### src/rtl/tbr_pkg.sv
// Shared types and constants for the three-bank register file.
// Assumes bank codes are fixed by the execute-stage encoding.
package tbr_pkg;
    typedef enum logic [1:0] {
        BK_DATA  = 2'd0,
        BK_ADDR  = 2'd1,
        BK_INDEX = 2'd2,
        BK_NONE  = 2'd3
    } bank_e;

    // Address slots at or above this number store; lower nonzero slots load.
    localparam int STORE_FROM = 6;
endpackage

### src/rtl/tbr_bank.sv
// One bank of DEPTH registers, WIDTH bits each, with a single write port.
// Assumes at most one write per cycle; HARD_ZERO0 wires slot 0 to zero.
module tbr_bank #(
    parameter int WIDTH      = 60,
    parameter int DEPTH      = 8,
    parameter int IW         = $clog2(DEPTH),
    parameter bit HARD_ZERO0 = 1'b0
) (
    input  logic                         clk,
    input  logic                         rst_n,
    input  logic                         we,
    input  logic [IW-1:0]                widx,
    input  logic [WIDTH-1:0]             wdata,
    output logic [DEPTH-1:0][WIDTH-1:0]  q
);
    for (genvar g = 0; g < DEPTH; g++) begin : g_slot
        if (HARD_ZERO0 && g == 0) begin : g_zero
            // Slot wired to zero; writes have nowhere to land.
            assign q[g] = '0;
        end else begin : g_reg
            // Holds one register, cleared by reset, loaded on a matching write.
            always_ff @(posedge clk) begin
                if (!rst_n)
                    q[g] <= '0;
                else if (we && widx == IW'(g))
                    q[g] <= wdata;
            end
        end
    end
endmodule

### src/rtl/tbr_sidefx.sv
// Starts and tracks the memory transfer caused by an address-slot write.
// Assumes writes are offered only when idle and not halted.
module tbr_sidefx
    import tbr_pkg::*;
#(
    parameter int ADDR_W    = 18,
    parameter int DEPTH     = 8,
    parameter int IW        = $clog2(DEPTH),
    parameter int MEM_LIMIT = 131072
) (
    input  logic              clk,
    input  logic              rst_n,
    input  logic              acc_addr_wr,
    input  logic [IW-1:0]     acc_idx,
    input  logic [ADDR_W-1:0] acc_value,
    input  logic              mem_done,
    output logic              busy,
    output logic              is_store,
    output logic [IW-1:0]     pend_idx,
    output logic [ADDR_W-1:0] addr_q,
    output logic              halted,
    output logic              load_done
);
    localparam logic [ADDR_W:0] LIMIT_V = (ADDR_W + 1)'(MEM_LIMIT);

    logic has_effect;
    logic out_of_range;

    // Classifies the accepted write: does it have a side effect, and is it in range.
    always_comb begin
        has_effect   = acc_addr_wr && (acc_idx != '0);
        out_of_range = ({1'b0, acc_value} >= LIMIT_V);
    end

    // A load finishes on the done pulse of a non-store transfer.
    assign load_done = busy && mem_done && !is_store;

    // Transfer state: start on a side-effect write, finish on done, latch halt.
    always_ff @(posedge clk) begin
        if (!rst_n) begin
            busy     <= 1'b0;
            is_store <= 1'b0;
            pend_idx <= '0;
            addr_q   <= '0;
            halted   <= 1'b0;
        end else if (busy) begin
            if (mem_done)
                busy <= 1'b0;
        end else if (has_effect) begin
            if (out_of_range) begin
                halted <= 1'b1;
            end else begin
                busy     <= 1'b1;
                is_store <= (acc_idx >= IW'(STORE_FROM));
                pend_idx <= acc_idx;
                addr_q   <= acc_value;
            end
        end
    end
endmodule

### src/rtl/tbr_rdport.sv
// One combinational read port over the three banks, with load bypass.
// Assumes narrow banks are zero-extended and bank code 3 reads zero.
module tbr_rdport
    import tbr_pkg::*;
#(
    parameter int DATA_W = 60,
    parameter int ADDR_W = 18,
    parameter int DEPTH  = 8,
    parameter int IW     = $clog2(DEPTH)
) (
    input  logic [1:0]                    bank,
    input  logic [IW-1:0]                 idx,
    input  logic [DEPTH-1:0][DATA_W-1:0]  dq,
    input  logic [DEPTH-1:0][ADDR_W-1:0]  aq,
    input  logic [DEPTH-1:0][ADDR_W-1:0]  iq,
    input  logic                          byp_en,
    input  logic [IW-1:0]                 byp_idx,
    input  logic [DATA_W-1:0]             byp_val,
    output logic [DATA_W-1:0]             rdata
);
    // Selects the addressed register, preferring a load finishing this cycle.
    always_comb begin
        unique case (bank_e'(bank))
            BK_DATA:  rdata = (byp_en && byp_idx == idx) ? byp_val : dq[idx];
            BK_ADDR:  rdata = DATA_W'(aq[idx]);
            BK_INDEX: rdata = DATA_W'(iq[idx]);
            default:  rdata = '0;
        endcase
    end
endmodule

### src/rtl/triple_bank_regs.sv
// Three-bank register file whose address-slot writes load or store memory.
// Assumes the memory holds mem_req until a single-cycle mem_done.
module triple_bank_regs
    import tbr_pkg::*;
#(
    parameter int DATA_W    = 60,
    parameter int ADDR_W    = 18,
    parameter int DEPTH     = 8,
    parameter int MEM_LIMIT = 131072
) (
    input  logic              clk,
    input  logic              rst_n,
    input  logic              wr_en,
    input  logic [1:0]        wr_bank,
    input  logic [2:0]        wr_idx,
    input  logic [DATA_W-1:0] wr_data,
    output logic              wr_ready,
    input  logic [1:0]        rd_a_bank,
    input  logic [2:0]        rd_a_idx,
    output logic [DATA_W-1:0] rd_a_data,
    input  logic [1:0]        rd_b_bank,
    input  logic [2:0]        rd_b_idx,
    output logic [DATA_W-1:0] rd_b_data,
    output logic              mem_req,
    output logic              mem_we,
    output logic [ADDR_W-1:0] mem_addr,
    output logic [DATA_W-1:0] mem_wdata,
    input  logic              mem_done,
    input  logic [DATA_W-1:0] mem_rdata,
    output logic              busy,
    output logic              oob_halt
);
    localparam int IW = $clog2(DEPTH);

    logic                          accept;
    logic                          load_done;
    logic                          is_store;
    logic [IW-1:0]                 pend_idx;
    logic [ADDR_W-1:0]             addr_q;
    logic                          d_we, a_we, i_we;
    logic [IW-1:0]                 d_widx;
    logic [DATA_W-1:0]             d_wval;
    logic [DEPTH-1:0][DATA_W-1:0]  dq;
    logic [DEPTH-1:0][ADDR_W-1:0]  aq;
    logic [DEPTH-1:0][ADDR_W-1:0]  iq;

    // Write port is open only when no transfer is pending and not halted.
    assign wr_ready = !busy && !oob_halt;
    assign accept   = wr_en && wr_ready;

    // Routes the execute write or a finishing load to the bank write ports.
    always_comb begin
        a_we   = accept && (bank_e'(wr_bank) == BK_ADDR);
        i_we   = accept && (bank_e'(wr_bank) == BK_INDEX);
        d_we   = (accept && (bank_e'(wr_bank) == BK_DATA)) || load_done;
        d_widx = load_done ? pend_idx : wr_idx[IW-1:0];
        d_wval = load_done ? mem_rdata : wr_data;
    end

    tbr_bank #(.WIDTH(DATA_W), .DEPTH(DEPTH), .IW(IW), .HARD_ZERO0(1'b0)) u_data (
        .clk(clk), .rst_n(rst_n), .we(d_we), .widx(d_widx), .wdata(d_wval), .q(dq)
    );

    tbr_bank #(.WIDTH(ADDR_W), .DEPTH(DEPTH), .IW(IW), .HARD_ZERO0(1'b0)) u_addr (
        .clk(clk), .rst_n(rst_n), .we(a_we), .widx(wr_idx[IW-1:0]),
        .wdata(wr_data[ADDR_W-1:0]), .q(aq)
    );

    tbr_bank #(.WIDTH(ADDR_W), .DEPTH(DEPTH), .IW(IW), .HARD_ZERO0(1'b1)) u_index (
        .clk(clk), .rst_n(rst_n), .we(i_we), .widx(wr_idx[IW-1:0]),
        .wdata(wr_data[ADDR_W-1:0]), .q(iq)
    );

    tbr_sidefx #(.ADDR_W(ADDR_W), .DEPTH(DEPTH), .IW(IW), .MEM_LIMIT(MEM_LIMIT)) u_fx (
        .clk(clk), .rst_n(rst_n), .acc_addr_wr(a_we), .acc_idx(wr_idx[IW-1:0]),
        .acc_value(wr_data[ADDR_W-1:0]), .mem_done(mem_done), .busy(busy),
        .is_store(is_store), .pend_idx(pend_idx), .addr_q(addr_q),
        .halted(oob_halt), .load_done(load_done)
    );

    tbr_rdport #(.DATA_W(DATA_W), .ADDR_W(ADDR_W), .DEPTH(DEPTH), .IW(IW)) u_rd_a (
        .bank(rd_a_bank), .idx(rd_a_idx[IW-1:0]), .dq(dq), .aq(aq), .iq(iq),
        .byp_en(load_done), .byp_idx(pend_idx), .byp_val(mem_rdata), .rdata(rd_a_data)
    );

    tbr_rdport #(.DATA_W(DATA_W), .ADDR_W(ADDR_W), .DEPTH(DEPTH), .IW(IW)) u_rd_b (
        .bank(rd_b_bank), .idx(rd_b_idx[IW-1:0]), .dq(dq), .aq(aq), .iq(iq),
        .byp_en(load_done), .byp_idx(pend_idx), .byp_val(mem_rdata), .rdata(rd_b_data)
    );

    // Memory side: request follows the pending flag, store data read live.
    assign mem_req   = busy;
    assign mem_we    = is_store;
    assign mem_addr  = addr_q;
    assign mem_wdata = dq[pend_idx];
endmodule

### config.mk
export PLATFORM = sky130hd
export DESIGN_NAME = triple_bank_regs
export DESIGN_NICKNAME = d
export VERILOG_FILES = /design/src/rtl/tbr_pkg.sv /design/src/rtl/tbr_bank.sv /design/src/rtl/tbr_sidefx.sv /design/src/rtl/tbr_rdport.sv /design/src/rtl/triple_bank_regs.sv
export SDC_FILE = /design/constraint.sdc
export NUM_CORES = 2
export LEC_CHECK = 0
export BUFFER_PORTS_ARGS = -buffer_cell sky130_fd_sc_hd__buf_4
export CAP_MARGIN = 20
export CORE_MARGIN = 3
export CORE_UTILIZATION = 35
export CTS_CLUSTER_DIAMETER = 100
export DETAILED_ROUTE_END_ITERATION = 10
export PLACE_DENSITY = 0.62
export SYNTH_ARGS = -nofsm -noshare
export SYNTH_HDL_FRONTEND = slang
export SYNTH_SLANG_ARGS = --single-unit
export TNS_END_PERCENT = 50
### constraint.sdc
create_clock -name clk -period 2.43 [get_ports clk]
set_input_delay 0.1215 -clock clk [delete_from_list [all_inputs] [get_ports clk]]
set_output_delay 0.1215 -clock clk [all_outputs]
set_load 0.02 [all_outputs]
## Yosys cells after proc, flatten, opt, wreduce, memory -nomap -nowiden

Cells that the tools add are included.

- Reductions and logical operators: 45
- Bitwise gates (word level): 2
- Eq/ne operators: 22
- $lt $le $gt $ge: 5
- Muxes and demuxes: 24

Operators with widths:

| operator | number |
|---|---|
| $bmux W60 S3 | 3 |
| $mux W60 | 6 |
| $pmux W60 S3 | 2 |
| $bmux W18 S3 | 4 |
| $mux W18 | 4 |
| $logic_and A1 B1 Y1 | 33 |
| $eq A3 B3 Y1 const B | 8 |
| $ge A18 B18 Y1 const B | 1 |
| $eq A3 B2 Y1 const B | 4 |
| $lt A3 B4 Y1 const B | 3 |
| $eq A2 B1 Y1 const B | 3 |
| $eq A2 B2 Y1 const B | 3 |
| $eq A3 B1 Y1 const B | 2 |
| $eq A3 B3 Y1 | 2 |
| $logic_not A2 Y1 | 3 |
| $logic_not A3 Y1 | 2 |
| $reduce_and A3 Y1 | 2 |
| $mux W1 | 4 |
| $ge A3 B3 Y1 const B | 1 |
| $logic_not A1 Y1 | 3 |
| $mux W3 | 1 |
| $reduce_bool A3 Y1 | 1 |
| $not A1 Y1 | 2 |
| $logic_or A1 B1 Y1 | 1 |

- Output and inout bits: 203
- Register bits after elaboration: 774

## Logic depth before layout (Yosys ltp)

- Depth in word-level cells: 7
- Mapped depth: 8

## Hierarchy

Synthesis repeated with hierarchy kept, for this count alone.

- Cell total of the unflattened synthesis: 4069
- Area, all modules: 45954.1 um^2

Modules (own cells, without submodules):

| module | area an instance (um^2) | instances | cells an instance |
|---|---|---|---|
| tbr_bank (u_data) | 17451.7 | 1 | 1624 |
| tbr_rdport | 6542.5 | 2 | 553 |
| tbr_bank (u_addr) | 5173.7 | 1 | 492 |
| tbr_bank (u_index) | 4744.6 | 1 | 452 |
| triple_bank_regs | 4525.6 | 1 | 291 |
| tbr_sidefx | 973.4 | 1 | 104 |

## Worst setup path before layout

Ideal clock, no wire load.

- Kind: reg-to-output
- Start point: register u_fx.busy
- End point: output port rd_b_data[0]
- Data required time: 2.309 ns
- Slack: 0.134 ns
- Buffers on the path: 3
- Cell stages (with the launch flop): 8
- Data arrival time: 2.174 ns
- Cell sequence: dfxtp_1 -> buf_6 -> nand3b_4 -> buf_2 -> nor4_2 -> buf_2 -> nor3_1 -> o211ai_1

- Longest elaborated chain between the ends: 5

RTL lines:

| element | line | source |
|---|---|---|
| start, declared | tbr_sidefx.sv:17 | `output logic busy,` |
| start signal, assigned | tbr_sidefx.sv:41 | `busy <= 1'b0;` |
| start signal, assigned | tbr_sidefx.sv:48 | `busy <= 1'b0;` |
| start signal, assigned | tbr_sidefx.sv:53 | `busy <= 1'b1;` |
| $logic_and A1 B1 Y1 (2 in a row) | tbr_sidefx.sv:36 | `assign load_done = busy && mem_done && !is_store;` |
| $logic_and A1 B1 Y1 | tbr_rdport.sv:24 | `BK_DATA: rdata = (byp_en && byp_idx == idx) ? byp_val : dq[idx];` |
| $mux W60 | tbr_rdport.sv:24 |  |
| $pmux W60 S3 | tbr_rdport.sv:23 | `unique case (bank_e'(bank))` |
| end, declared | triple_bank_regs.sv:23 | `output logic [DATA_W-1:0] rd_b_data,` |

Every way passes these cells.

## Final worst setup path

- Start point: register u_fx.pend_idx[1]
- End point: output port rd_b_data[6]

- Longest elaborated chain between the ends: 4

RTL lines:

| element | line | source |
|---|---|---|
| start, declared | tbr_sidefx.sv:19 | `output logic [IW-1:0] pend_idx,` |
| start signal, assigned | tbr_sidefx.sv:55 | `pend_idx <= acc_idx;` |
| $eq A3 B3 Y1 | tbr_rdport.sv:24 |  |
| $logic_and A1 B1 Y1 | tbr_rdport.sv:24 |  |
| $mux W60 | tbr_rdport.sv:24 |  |
| $pmux W60 S3 | tbr_rdport.sv:23 |  |

Every way passes these cells.

==> out/metrics.yaml <==
setup_path:
  critPathTopFamily: "compound AO/OA/AOI/OAI gates"
  worst_ep_required_time_ps: 2310
  critPathMaxStageDelay_ps: 590
  crit_path_top_delay_cell: "o211ai_1"
  worst_ep_arrival_time_ps: 2790
  start_kind: "flop"
  cp_cell_sequence: "xor2_4, nor4_4, buf_4, buf_12, nor3_4, o211ai_1, buf_4"
  worstPathBufferInverterCount: 3
  crit_type: "reg -> out"
  end_kind: "output pin"
  cp_max_fo: 5
  cpMostUsedCell: "buf_4"
floorplan:
  core_sq_um: 130000
  die_y_um: 370
  start_util: 0.355
  row_count: 132
  dieWidth_um: 370
  io-pin-count: 342
  die-area_sq_um: 137000
power_and_ir_drop:
  p_leak_nw: 24.4
  pwr_density_cell_nw_per_um2: 539
  ir_drop_mv: 0.454
yosys:
  synth-edff-count: 0
  avgSynthCellArea_sq_um: 10.5
  ys_async_sr_fraction: 0
  synthFlopType: "dfxtp_1"
  synthesis.nets: 4557
  syn_inst: 4418
  synth.distinct_cells: 47
  synth-seq-cells: 774
  yosysSeqAreaShare: 0.335
  yosys_warnings: 0
  synth_area_sq_um: 46300
clock_network:
  cts_tree: "done"
  cts.htree.levels: 3
  path_clk_slew_ps: 70
  cts_buffers: 91
  cts-root-buf: "clkbuf_16"
  clockBufferDepth: 3
  worstSkewPairLatency_ps: 670
  clock-sinks: 774
placed_design:
  place_inst: 6294
  dp_slack_ps: -5.32
  place_hpwl_um: 106000
  io_buffers: 341
  place_congestion: 0.879
outcome:
  outcome: "finished with violations"
  failed_checks: "setup timing"
cells_and_area:
  syn2layout_area_growth_pct: 24.7
  finalNonFillerCells: 6561
  fin_nets: 4880
  nFillCells: 12216
  utilization: 0.442
  final_common_cell: "mux2i_1"
  drive_above_1_share: 0.314
  final_cell_mix: "mux2i_1, dfxtp_1, nand2_1"
timing:
  finalSetupViolations: 284
  finalHoldViolCount: 0
  hold_ws_ps: 42.9
  worstMarginPinSlew_ps: 1140
  fin_crit_ps: 2910
  slew_violations: 0
  setup_slack_ps: -480
  setup_tns_ps: -54610
  fmax_mhz: 344
  finClkSkew_ps: 45.2
  rsz0062_at_grt: "yes"
  timing.final.crit_share: 1.20
  slew_headroom: 0.240
route:
  drt_first_pass_iters: 5
  drcViolationCount: 0
  wl_um: 173000
  via_per_inst: 5.80
  vias: 38051
  ant_nets: 0
  initialDrtViolationCount: 3876
  wl_per_cell_um: 26.4
grt:
  track_usage: 0.239
  grt_max_degree: 181
  antenna_found_initial: 5
  grt_pass1_vias: 37484
  overflow: 0
  grt_pass1_wl_um: 249000
worst_hold_path:
  min_path_type: "in -> reg"
flow_run:
  drv_cap: 0
## state kept, by name, summed over array words and instances, names as in the netlist
signal	count
u_fx.addr_q	18
u_fx.halted	1
u_index.q	126
u_addr.q	144
u_data.q	480
u_fx.busy	1
u_fx.pend_idx	3
u_fx.is_store	1
## routing by layer
metal	global-route usage	share of wire	wire (um)	up-vias
met5	0	0.000069	12	-
met4	0.0991	0.043	7440	2
met3	0.0446	0.081	14100	355
met2	0.376	0.46	79300	1674
met1	0.321	0.42	72300	19214
li1	-	-	-	16806
## per-stage QoR
stage	power, mW	cell area [sq um]
after floorplan	15.0	46300
after global placement	16.3	51500
after detailed placement	16.3	51500
after CTS	31.1	56400
after global routing	31.9	57700
final	31.1	57700
## layout make-up
type / instances / area (sq um) / area share
repair buffers: 682 / 7090 / 0.123
clock inverters: 39 / 515 / 0.00893
multi-input cells: 3192 / 29700 / 0.515
well taps: 1742 / 2180 / 0.0378
flip-flops and latches: 774 / 15500 / 0.269
clock buffers: 129 / 2700 / 0.0467
diodes: 3 / 7.51 / 0.000130
## tightest hold or removal path, cell delays in order
cell and delay, ps:
buf_4 80, mux2_2 130, nand2_1 170, mux2i_1 170
## cell families after synthesis
family                 after synthesis  share of synthesized area
AO/OA/AOI/OAI                      469                     0.0643
XOR/XNOR                             6                    0.00114
buffers and inverters              452                     0.0488
flip-flops                         774                      0.335
multiplexers                      1515                      0.429
AND/OR/NAND/NOR                   1202                      0.122
## worst paths after layout
path / end / depth (start not counted) / slack (ps) / from
worst max-delay path: rd_b_data[6] / 7 / -480 / u_fx.pend_idx[1]$_SDFFE_PN0P_
worst min-delay path: u_data.q[160]$_SDFFE_PN0P_ / 4 / 40 / wr_data[40]
worst max register to register: u_data.q[212]$_SDFFE_PN0P_ / 7 / -180 / u_fx.pend_idx[1]$_SDFFE_PN0P_
worst min register to register: u_fx.addr_q[17]$_SDFFE_PN0P_ / 2 / 440 / u_fx.addr_q[17]$_SDFFE_PN0P_
## cells in the mapped netlist (all sizes together) (2+ instances only)
cell type  instances  area share
buf              214       0.030
nand3             82      0.0089
nor4               4      0.0013
nand2b            42      0.0057
clkbuf           238       0.019
mux2i            999        0.22
a21boi            72       0.012
nor2               9     0.00073
nand2            724       0.059
o211ai            36      0.0058
or4                2     0.00032
a21oi            121       0.013
o21a               2     0.00032
dfxtp            774        0.33
and4               3     0.00057
nor2b            269       0.036
xor2               6      0.0011
o21ai            120       0.013
and2               6     0.00081
nand4              6     0.00081
a221o             36      0.0078
nor3b              5      0.0010
mux4             360        0.18
a22oi             39      0.0063
a22o               2     0.00038
o22ai             36      0.0049
and3b              3     0.00057
nor3              41      0.0045
mux2             156       0.038
## where the power goes
group          switching (mW)  internal, mW  total [mW]
logic                    2.05          1.40        3.45
registers               0.101          12.8        12.9
clock network            5.86          8.90        14.8
## what timing repair did
item                                   4_1_cts  5_1_grt
endpoints found under the hold margin      316        0
resized for setup                          240      257
hold buffers                                27        0
pin swaps                                   35       27
setup endpoints to repair                  182      234
setup buffers                               35       22
gates cloned                                18       15
(Power assumes the default switching activity.)
